--- config.mk ---
export PLATFORM = sky130hd
export DESIGN_NAME = prbs_par_gen
export DESIGN_NICKNAME = d
export VERILOG_FILES = /design/src/rtl/prbs_pkg.sv /design/src/rtl/prbs_seed_guard.sv /design/src/rtl/prbs_lookahead.sv /design/src/rtl/prbs_state_reg.sv /design/src/rtl/prbs_par_gen.sv
export SDC_FILE = /design/constraint.sdc
export NUM_CORES = 1
export LEC_CHECK = 0
export BUFFER_PORTS_ARGS = -buffer_cell sky130_fd_sc_hd__buf_2
export CORE_MARGIN = 1
export CORE_UTILIZATION = 36
export CTS_CLUSTER_SIZE = 20
export DETAILED_ROUTE_END_ITERATION = 7
export GPL_TIMING_DRIVEN = 0
export PLACE_DENSITY = 0.62
export SLEW_MARGIN = 20
export SYNTH_ARGS = -nofsm -noshare
export SYNTH_HDL_FRONTEND = slang
export SYNTH_SLANG_ARGS = --single-unit
--- constraint.sdc ---
create_clock -name clk -period 4.25 [get_ports clk]
set_input_delay 0.425 -clock clk [delete_from_list [all_inputs] [get_ports clk]]
set_output_delay 0.425 -clock clk [all_outputs]
set_load 0.005 [all_outputs]
--- src/rtl/prbs_pkg.sv ---
package prbs_pkg;

   // state update selected for the next edge, highest priority last
   typedef enum logic [1:0] {
      UPD_HOLD = 2'd0,
      UPD_STEP = 2'd1,
      UPD_SEED = 2'd2,
      UPD_INIT = 2'd3
   } upd_sel_e;

   // legal polynomial / word configuration
   function automatic bit cfg_ok(input int order, input int tap, input int width);
      return (order >= 2) && (tap >= 1) && (tap < order) &&
             (width >= 1) && (width <= order);
   endfunction

endpackage

--- src/rtl/prbs_seed_guard.sv ---
module prbs_seed_guard
   import prbs_pkg::*;
#(
   parameter int ORDER = 31
) (
   input  logic             rst,
   input  logic             adv_en,
   input  logic             seed_ld,
   input  logic [ORDER-1:0] seed_val,
   output upd_sel_e         sel
);

   logic seed_nonzero;

   assign seed_nonzero = |seed_val;

   always_comb begin
      if (rst)
         sel = UPD_INIT;
      else if (seed_ld && seed_nonzero)
         sel = UPD_SEED;
      else if (adv_en)
         sel = UPD_STEP;
      else
         sel = UPD_HOLD;
   end

endmodule

--- src/rtl/prbs_lookahead.sv ---
module prbs_lookahead #(
   parameter int ORDER = 31,
   parameter int TAP   = 28,
   parameter int WIDTH = 10
) (
   input  logic [ORDER-1:0] cur,
   output logic [ORDER-1:0] nxt
);

   // cur[i] is the sequence bit i+1 positions before the next new bit
   localparam bit DIRECT = (WIDTH <= TAP);
   localparam int KEEP   = ORDER - WIDTH;

   generate
      if (DIRECT) begin : g_direct
         // every new bit reads only held bits: one XOR level
         for (genvar j = 0; j < WIDTH; j++) begin : g_term
            assign nxt[WIDTH-1-j] = cur[ORDER-1-j] ^ cur[TAP-1-j];
         end
         if (KEEP > 0) begin : g_keep
            assign nxt[ORDER-1:WIDTH] = cur[KEEP-1:0];
         end
      end else begin : g_chain
         // later bits reuse bits generated earlier in the same word
         function automatic logic [ORDER-1:0] walk(input logic [ORDER-1:0] s);
            logic [ORDER-1:0] t;
            logic             b;
            t = s;
            for (int k = 0; k < WIDTH; k++) begin
               b = t[ORDER-1] ^ t[TAP-1];
               t = {t[ORDER-2:0], b};
            end
            return t;
         endfunction

         assign nxt = walk(cur);
      end
   endgenerate

endmodule

--- src/rtl/prbs_state_reg.sv ---
module prbs_state_reg
   import prbs_pkg::*;
#(
   parameter int               ORDER    = 31,
   parameter logic [ORDER-1:0] RST_SEED = '1
) (
   input  logic             clk,
   input  upd_sel_e         sel,
   input  logic [ORDER-1:0] step_val,
   input  logic [ORDER-1:0] seed_val,
   output logic [ORDER-1:0] st_q
);

   always_ff @(posedge clk) begin
      unique case (sel)
         UPD_INIT: st_q <= RST_SEED;
         UPD_SEED: st_q <= seed_val;
         UPD_STEP: st_q <= step_val;
         default:  st_q <= st_q;
      endcase
   end

endmodule

--- src/rtl/prbs_par_gen.sv ---
module prbs_par_gen
   import prbs_pkg::*;
#(
   parameter int               ORDER    = 31,
   parameter int               TAP      = 28,
   parameter int               WIDTH    = 10,
   parameter logic [ORDER-1:0] RST_SEED = '1
) (
   input  logic             clk,
   input  logic             rst,
   input  logic             adv_en,
   input  logic             seed_ld,
   input  logic [ORDER-1:0] seed_val,
   output logic [WIDTH-1:0] dout
);

   generate
      if (!cfg_ok(ORDER, TAP, WIDTH)) begin : g_bad_cfg
         $error("prbs_par_gen: need 1 <= TAP < ORDER and 1 <= WIDTH <= ORDER");
      end
      if (RST_SEED == '0) begin : g_bad_seed
         $error("prbs_par_gen: reset seed must be non-zero");
      end
   endgenerate

   upd_sel_e         sel;
   logic [ORDER-1:0] step_val;
   logic [ORDER-1:0] st_q;

   prbs_seed_guard #(.ORDER(ORDER)) guard_i (
      .rst      (rst),
      .adv_en   (adv_en),
      .seed_ld  (seed_ld),
      .seed_val (seed_val),
      .sel      (sel)
   );

   prbs_lookahead #(.ORDER(ORDER), .TAP(TAP), .WIDTH(WIDTH)) la_i (
      .cur (st_q),
      .nxt (step_val)
   );

   prbs_state_reg #(.ORDER(ORDER), .RST_SEED(RST_SEED)) reg_i (
      .clk      (clk),
      .sel      (sel),
      .step_val (step_val),
      .seed_val (seed_val),
      .st_q     (st_q)
   );

   // newest WIDTH bits straight from flops, earliest in the MSB
   assign dout = st_q[WIDTH-1:0];

endmodule

==> summary.md, run 1 <==
| Metric | Value |
|---|---|
| Status | complete, no violations |
| Synthesized instance count | 151 |
| Iteration count of the initial detailed-routing pass | 4 |
| Final Hold Fails | 0 |
| Max_cap viols | 0 |
| Final Cycle Share | 60.6% |
| Final Instance Count excl. Fillers | 255 |
| GRT Util Overall | approximately a fifth |
| DRT iter0 DRCs | 75 |
| CTS Hold Bufs | 0 |
| Unrepaired setup endpoints after global routing | false |
| Placer Congestion | 0.777 |
| Die Area | about 4800 um2 |
| CTS buffer count | 5 |
| Area growth syn-to-layout | 24.1% |
| Minimum clock period | roughly 2600 ps |
| Max_slew headroom | between 50% and 60% |
| Finished Cell Area | 2030 um2 |
| Leakage power | 0.806 nW |
| Final-stage net count | 240 |
| Placed insts | between 200 and 250 |
| Worst Setup Start Kind | input port |
| Worst Clk Skew | 3.92 ps |
| CTS tree | yes |
| Setup TNS | 0 ps |
| Drt wl/cell | 16.6 um |
| Initial Utilization | 37.5% |
| Clk_lat worst skew | 280 ps |
| CP cell instances | buf_2 > nor4_1 > nand4_1 > o21ai_2 > a21oi_1 > ha_1 > buf_1 > nand3_1 |
| CP endpoint kind | register |
| Clk pin slew, worst setup/hold paths | 70 ps |
| Critical path's top delay family | simple AND/OR/NAND/NOR gates |
| Placed cell areas | between 1500 and 2000 um2 |
| Max reg flops | 31 |
| Clock Root Buffer | clkbuf_8 |
| Cell Area, Synth | 1630 um2 |
| Final Max Tran Viols | 0 |
| Final WL | 4240 um |
| PnR worst setup slack | 1680 ps |
| Largest Register | reg_i.st_q |
| First-pass GRT wire length | approximately 6600 um |
| # port buffers | 44 |
| Syn Nets | 189 |
| Row count | 24 |
| DRC viols | 0 |
| Regs by FF count | reg_i.st_q (31) |
| Number of synthesized register bits | 31 |
| Hold Path Class | in2reg |
| Critical-path top delay cell | nor4_1 |
| Slowest stage delay, CP | 510 ps |
| Yosys cell types | 19 |
| Layout cells sized above 1 | 31.5% |
| Die Width | 69.3 um |
| Min Hold Slack | 449 ps |
| Antenna diodes | 0 |
| H-tree Lvls | 2 |
| Synth Warn # | 0 |
| Critical path arrival | 2570 ps |
| Vias in the first global route | 1291 |
| Total power draw | roughly 0.84 mW |
| Top-area cell type share of the netlist area | 57.0% |
| CTS sink count | 31 |
| Synth area leader | edfxtp_1 |
| Power Density | between 400 and 500 nW/um2 |
| Worst-Margin Slew | 668 ps |
| Ports | 45 |
| Die Height | 69.3 um |
| Antenna violations before repair | 0 |
| Vias | around 1300 |
| Crit path kind | in2reg |
| CP max FO | 10 |
| WP buf/inv | 2 |
| CTS max path bufs | 2 |
| CORE AREA | 4350 um2 |
| Dpl hpwl | 3140 um |
| Cts repair resizes | 0 |
| Gr ovfl total | 0 |
| Number of setup buffers added after CTS | 0 |
| Utilization after layout | a little under half |
| Dominant cells by area after synthesis | edfxtp_1 (57%), a22oi_1 (9.7%), nand2_1 (9.4%), xor2_1 (5.4%), buf_4 (4.6%) |
| Antenna-violating nets left | 0 |
| Vias/cell | 5.21 |
| Pre-CTS WS | 1470 ps |
| F_max | 388 MHz |
| Worst VDD drop | 0.159 mV |
| Post-synthesis sequential area ratio | 57.0% |
| Setup Viol. Count Final | 0 |
| Largest net degree at the start of global routing | 32 |
| Critical Path RT | 4250 ps |
| Synth Area per Inst | 10.8 um2 |
[Yosys cell counts]
| master | instances |
|---|---|
| a21o_1 | 1 |
| buf_1 | 3 |
| ha_1 | 3 |
| nor3_1 | 1 |
| nand4_1 | 2 |
| nor4_1 | 6 |
| nand2b_1 | 1 |
| a22oi_1 | 21 |
| clkbuf_1 | 6 |
| o21ai_2 | 1 |
| buf_4 | 10 |
| nand2_1 | 41 |
| inv_1 | 1 |
| and2b_1 | 1 |
| edfxtp_1 | 31 |
| nor4_2 | 1 |
| xor2_1 | 10 |
| a21oi_1 | 1 |
| nand3_1 | 10 |
[cells by family after synthesis]
group / Yosys count / synth area share (%)
and+or+nand+nor: 63 / 17.5
xor gates and xnor gates: 10 / 5.36
buffers and inverters: 20 / 6.90
AOI/OAI and AO/OA: 24 / 11.0
DFF: 31 / 57.0
adders and majority gates: 3 / 2.30
[placed cells by master (no fill, tap or decap)]
| master | Yosys | final |
|---|---|---|
| ha_1 | 3 | 3 |
| inv_2 | 0 | 1 |
| nor4_1 | 6 | 6 |
| clkbuf_1 | 6 | 6 |
| clkinv_2 | 0 | 1 |
| buf_4 | 10 | 10 |
| bufinv_16 | 0 | 1 |
| a22oi_1 | 21 | 21 |
| nand2_1 | 41 | 41 |
| nor4_2 | 1 | 1 |
| nor3_1 | 1 | 1 |
| and2b_1 | 1 | 1 |
| a21o_1 | 1 | 1 |
| a21oi_1 | 1 | 1 |
| buf_1 | 3 | 3 |
| nand2b_1 | 1 | 1 |
| o21ai_2 | 1 | 1 |
| nand4_1 | 2 | 2 |
| clkbuf_8 | 0 | 5 |
| edfxtp_1 | 31 | 31 |
| nand3_1 | 10 | 10 |
| xor2_1 | 10 | 10 |
| buf_2 | 0 | 44 |
| clkinv_1 | 0 | 1 |
[final cells by class]
cell class              instances  area, um2
fillers                       419       2330
flip-flops and latches         31        931
multi-input cells             100        589
repair buffers                 44        220
plain buffers                  19        109
clock buffers                   5       68.8
well taps                      52       65.1
clock inverters                 3       38.8
inverters                       1       3.75
[worst register-to-register path, cell delays in order, from the launching register on]
cell	delay [ps]
edfxtp_1	430
xor2_1	190
nand2_1	70
nand3_1	130
[worst paths after layout]
| path | endpoint | slack, ps | startpoint | cells after the start |
|---|---|---|---|---|
| max | reg_i.st_q[2]$_DFFE_PP_ | 1680 | seed_val[6] | 8 |
| min reg2reg | reg_i.st_q[26]$_DFFE_PP_ | 560 | reg_i.st_q[16]$_DFFE_PP_ | 2 |
| min | reg_i.st_q[3]$_DFFE_PP_ | 450 | seed_val[3] | 3 |
| max reg2reg | reg_i.st_q[0]$_DFFE_PP_ | 3150 | reg_i.st_q[21]$_DFFE_PP_ | 3 |
[per-layer routing]
layer  track usage [%]  share of wire, %  up-vias
li1                  -                 -      642
met2              28.3                43       61
met4              6.80               1.4        0
met5                 0                 0        -
met3              6.54               9.1        6
met1              24.8                46      619
[report_power, final]
part	switching (mW)	total (mW)	internal, mW
clock network	0.110	0.282	0.171
logic	0.0738	0.141	0.0675
registers	0.0265	0.415	0.389
Note: power is estimated with default switching activity, not from simulation.
==> run 2: changes to the inputs <==
--- a/config.mk
+++ b/config.mk
@@ -5,13 +5,14 @@
 export SDC_FILE = /design/constraint.sdc
 export NUM_CORES = 1
 export LEC_CHECK = 0
+export ABC_AREA = 1
 export BUFFER_PORTS_ARGS = -buffer_cell sky130_fd_sc_hd__buf_2
 export CORE_MARGIN = 1
 export CORE_UTILIZATION = 36
 export CTS_CLUSTER_SIZE = 20
 export DETAILED_ROUTE_END_ITERATION = 7
 export GPL_TIMING_DRIVEN = 0
-export PLACE_DENSITY = 0.62
+export PLACE_DENSITY = 0.63
 export SLEW_MARGIN = 20
 export SYNTH_ARGS = -nofsm -noshare
 export SYNTH_HDL_FRONTEND = slang
==> constraint.sdc (replaced) <==
create_clock -name clk -period 2.26 [get_ports clk]
set_input_delay 0.226 -clock clk [delete_from_list [all_inputs] [get_ports clk]]
set_output_delay 0.226 -clock clk [all_outputs]
set_load 0.005 [all_outputs]
==> summary.md, run 2 <==
| Metric | Value |
|---|---|
| Status | finished with violations |
| Violated checks | design-rule violations |
| Synth Warn # | 0 (unchanged) |
| Power Density | 691 nW/um2 (+67%) |
| Antenna diodes | 0 (unchanged) |
| Min Hold Slack | 243 ps (-205 ps) |
| Hold Path Class | in2reg |
| Initial Utilization | 38.5% (+1.0 points) |
| Cts repair resizes | 0 (unchanged) |
| Vias/cell | 4.99 (-4.1%) |
| Combinational Power Share | 18.8% (+1.9 points) |
| Utilization after layout | 46.5% (about the same) |
| Vias | 1513 (+14%) |
| Finished Cell Area | 2080 um2 (+2.8%) |
| CP endpoint kind | register |
| Die Width | 71.2 um (+2.7%) |
| Worst Clk Skew | 5.56 ps (+1.64 ps) |
| First-pass GRT wire length | 7000 um (+6.2%) |
| Unrepaired setup endpoints after global routing | false |
| Gr ovfl total | 0 (unchanged) |
| CTS sink count | 31 (unchanged) |
| Pre-CTS WS | -42.8 ps (-1510 ps) |
| H-tree Lvls | 2 (unchanged) |
| Post-synthesis sequential area ratio | 54.0% (-3.0 points) |
| Leakage power | 0.857 nW (+6.3%) |
| Die Height | 71.2 um (+2.7%) |
| Worst Setup Start Kind | input port |
| Die Area | 5070 um2 (+5.4%) |
| Ys async rst share | 0% (unchanged) |
| CTS max path bufs | 2 (unchanged) |
| PnR worst setup slack | 266 ps (-1410 ps) |
| Filler cell count | 452 (+7.9%) |
| Row count | 24 (unchanged) |
| Antenna violations before repair | 0 (unchanged) |
| Critical path arrival | 2000 ps (-570 ps) |
| Layout cells sized above 1 | 28.7% (-2.8 points) |
| # port buffers | 44 (unchanged) |
| Worst-Margin Slew | 683 ps (+15.0 ps) |
| Final WL | 4370 um (+3.2%) |
| Final Hold Fails | 0 (unchanged) |
| Reg2Reg Launch Point | reg_i.st_q[24]$_DFFE_PP_ |
| Clock power frac | 27.4% (-6.2 points) |
| Dpl hpwl | 3200 um (+1.9%) |
| Antenna-violating nets left | 0 (unchanged) |
| Commonest cells after routing, fill and taps aside | nand2_1 (74), buf_2 (46), nand3_1 (38) |
| CTS tree | yes |
| Iteration count of the initial detailed-routing pass | 6 (+2) |
| Minimum clock period | 1990 ps |
| Worst VDD drop | 0.366 mV (+130%) |
| Seq pwr share | 53.8% (+4.3 points) |
| Clk pin slew, worst setup/hold paths | 60 ps (about the same) |
| Number of setup buffers added after CTS | 0 (unchanged) |
| Final Cycle Share | 88.2% |
| Synth Area per Inst | 8.58 um2 (-21%) |
| Post-synth EDFFs | 31 (unchanged) |
| FF-to-FF End | reg_i.st_q[3]$_DFFE_PP_ |
| Setup Viol. Count Final | 0 (unchanged) |
| Cell Area, Synth | 1720 um2 (+5.6%) |
| Clk_lat worst skew | 280 ps (about the same) |
| Hold endpoint | reg_i.st_q[5]$_DFFE_PP_ |
| Crit path kind | in2reg |
| Most frequent cell after synthesis | nand2_1 |
| Placed cell areas | 2010 um2 (+4.8%) |
| Largest net degree at the start of global routing | 32 (unchanged) |
| Max reg flops | 31 (unchanged) |
| Synthesized instance count | 201 (+33%) |
| Worst reg2reg path depth | 3 (unchanged) |
| Area growth syn-to-layout | 20.8% |
| Clock Root Buffer | clkbuf_8 |
| Regs by FF count | reg_i.st_q (31) |
| Dominant cells by area after synthesis | edfxtp_1 (54%), nand2_1 (16%), nand3_1 (11%), buf_4 (4.4%), nor2_1 (4.1%) |
| F_max | 502 MHz |
| R2R Setup Slk | 1040 ps (-2110 ps) |
| Worst hold path depth | 3 (unchanged) |
| CP max FO | 10 (unchanged) |
| Max_cap viols | 0 (unchanged) |
| CTS Hold Bufs | 0 (unchanged) |
| GRT Util Overall | 19.0% (+0.26 points) |
| Critical Path RT | 2270 ps (-1980 ps) |
| Synth Flop Type | edfxtp_1 |
| Top-area cell type share of the netlist area | 54.0% (-3.0 points) |
| Sw Ratio | 26.1% (+0.97 points) |
| CTS buffer count | 5 (unchanged) |
| Commonest non-fill, non-tap cell in the layout | nand2_1 |
| Drt wl/cell | 14.4 um (-13%) |
| Placer Congestion | 0.829 (+6.7%) |
| Number of synthesized register bits | 31 (unchanged) |
| DRC viols | 3 (+3) |
| Switch Pwr | 0.376 mW (+78%) |
| Final-stage net count | 290 (+21%) |
| Syn Nets | 239 (+26%) |
| Internal power | 1.06 mW (+70%) |
| Yosys cell types | 16 (-3) |
| Synth cell count leaders | nand2_1 (74), nand3_1 (38), edfxtp_1 (31), nor2_1 (19), buf_4 (10) |
| Vias in the first global route | 1483 (+15%) |
| Hold Path Origin | seed_val[5] |
| Final Max Tran Viols | 0 (unchanged) |
| Synth area leader | edfxtp_1 |
| Max_slew headroom | 54.4% (-1.0 points) |
| Crit path launch | seed_val[14] |
| DRT iter0 DRCs | 105 (+40%) |
| Largest Register | reg_i.st_q |
| Ports | 45 (unchanged) |
| CORE AREA | 4470 um2 (+2.8%) |
| Setup TNS | 0 ps (unchanged) |
-- run 2: cell types whose count changed after synthesis, sizes merged, moves of 2 or more --
cell   delta
nand2    +34
nand3    +28
a22oi    -21
nor2     +19
nor4      -7
or2       +7
xor2      -7
inv       +3
nand4     -2
-- run 2: final cells by class --
cell class | count | area (um2) | area share, %
Clock buffer | 6 | 72.6 | 3.49
Multi-Input combinational cell | 147 | 667 | 32.0
Buffer | 19 | 111 | 5.35
Timing Repair Buffer | 44 | 220 | 10.6
Sequential cell | 31 | 931 | 44.7
Tap cell | 52 | 65.1 | 3.12
Inverter | 4 | 15.0 | 0.721
-- run 2: per-stage QoR --
step / power [mW] / cells
2_1_floorplan: 0.940 / 201
6_report: 1.44 / 303
3_5_place_dp: 1.06 / 297
4_1_cts: 1.45 / 303
3_3_place_gp: 1.05 / 297
5_1_grt: 1.51 / 303
-- run 2: cell families (layout without fill, tap and decap cells) --
kind of cell	count (synthesis)	count (layout)	synth area share, %
AOI/OAI and AO/OA	2	2	0.798
adders and majority gates	3	3	2.18
and+or+nand+nor	139	139	34.2
buffers and inverters	23	73	7.33
xor gates and xnor gates	3	3	1.52
DFF	31	31	54.0
-- run 2: worst max-delay path: stages --
cell,delay [ps]
buf_2,110
nor2_1,150
nand2_1,70
nor2_1,80
nand2_1,80
o21ai_2,190
a21oi_1,130
ha_1,350
buf_1,450
nand3_1,150
-- run 2: power groups by stage --
stage | registers, mW | logic [mW] | clock network (mW)
3_3_place_gp | 0.786 | 0.266 | 0
3_5_place_dp | 0.786 | 0.272 | 0
2_1_floorplan | 0.770 | 0.171 | 0
5_1_grt | 0.783 | 0.307 | 0.424
6_report | 0.775 | 0.271 | 0.394
4_1_cts | 0.775 | 0.274 | 0.403
-- run 2: how the worst max path moves through the flow --
stage	end
after floorplan	reg_i.st_q[0]$_DFFE_PP_
after global placement	reg_i.st_q[6]$_DFFE_PP_
after detailed placement	reg_i.st_q[28]$_DFFE_PP_
after CTS	reg_i.st_q[1]$_DFFE_PP_
after global routing	reg_i.st_q[10]$_DFFE_PP_
final	reg_i.st_q[10]$_DFFE_PP_
-- run 2: per-layer routing --
layer / vias up / GRT usage, % / share of wire [%]
met1: 701 / 24.8 / 45
met5: - / 0 / 0
met4: 0 / 7.33 / 1.2
met3: 6 / 6.41 / 8.0
met2: 52 / 29.0 / 46
li1: 754 / - / -
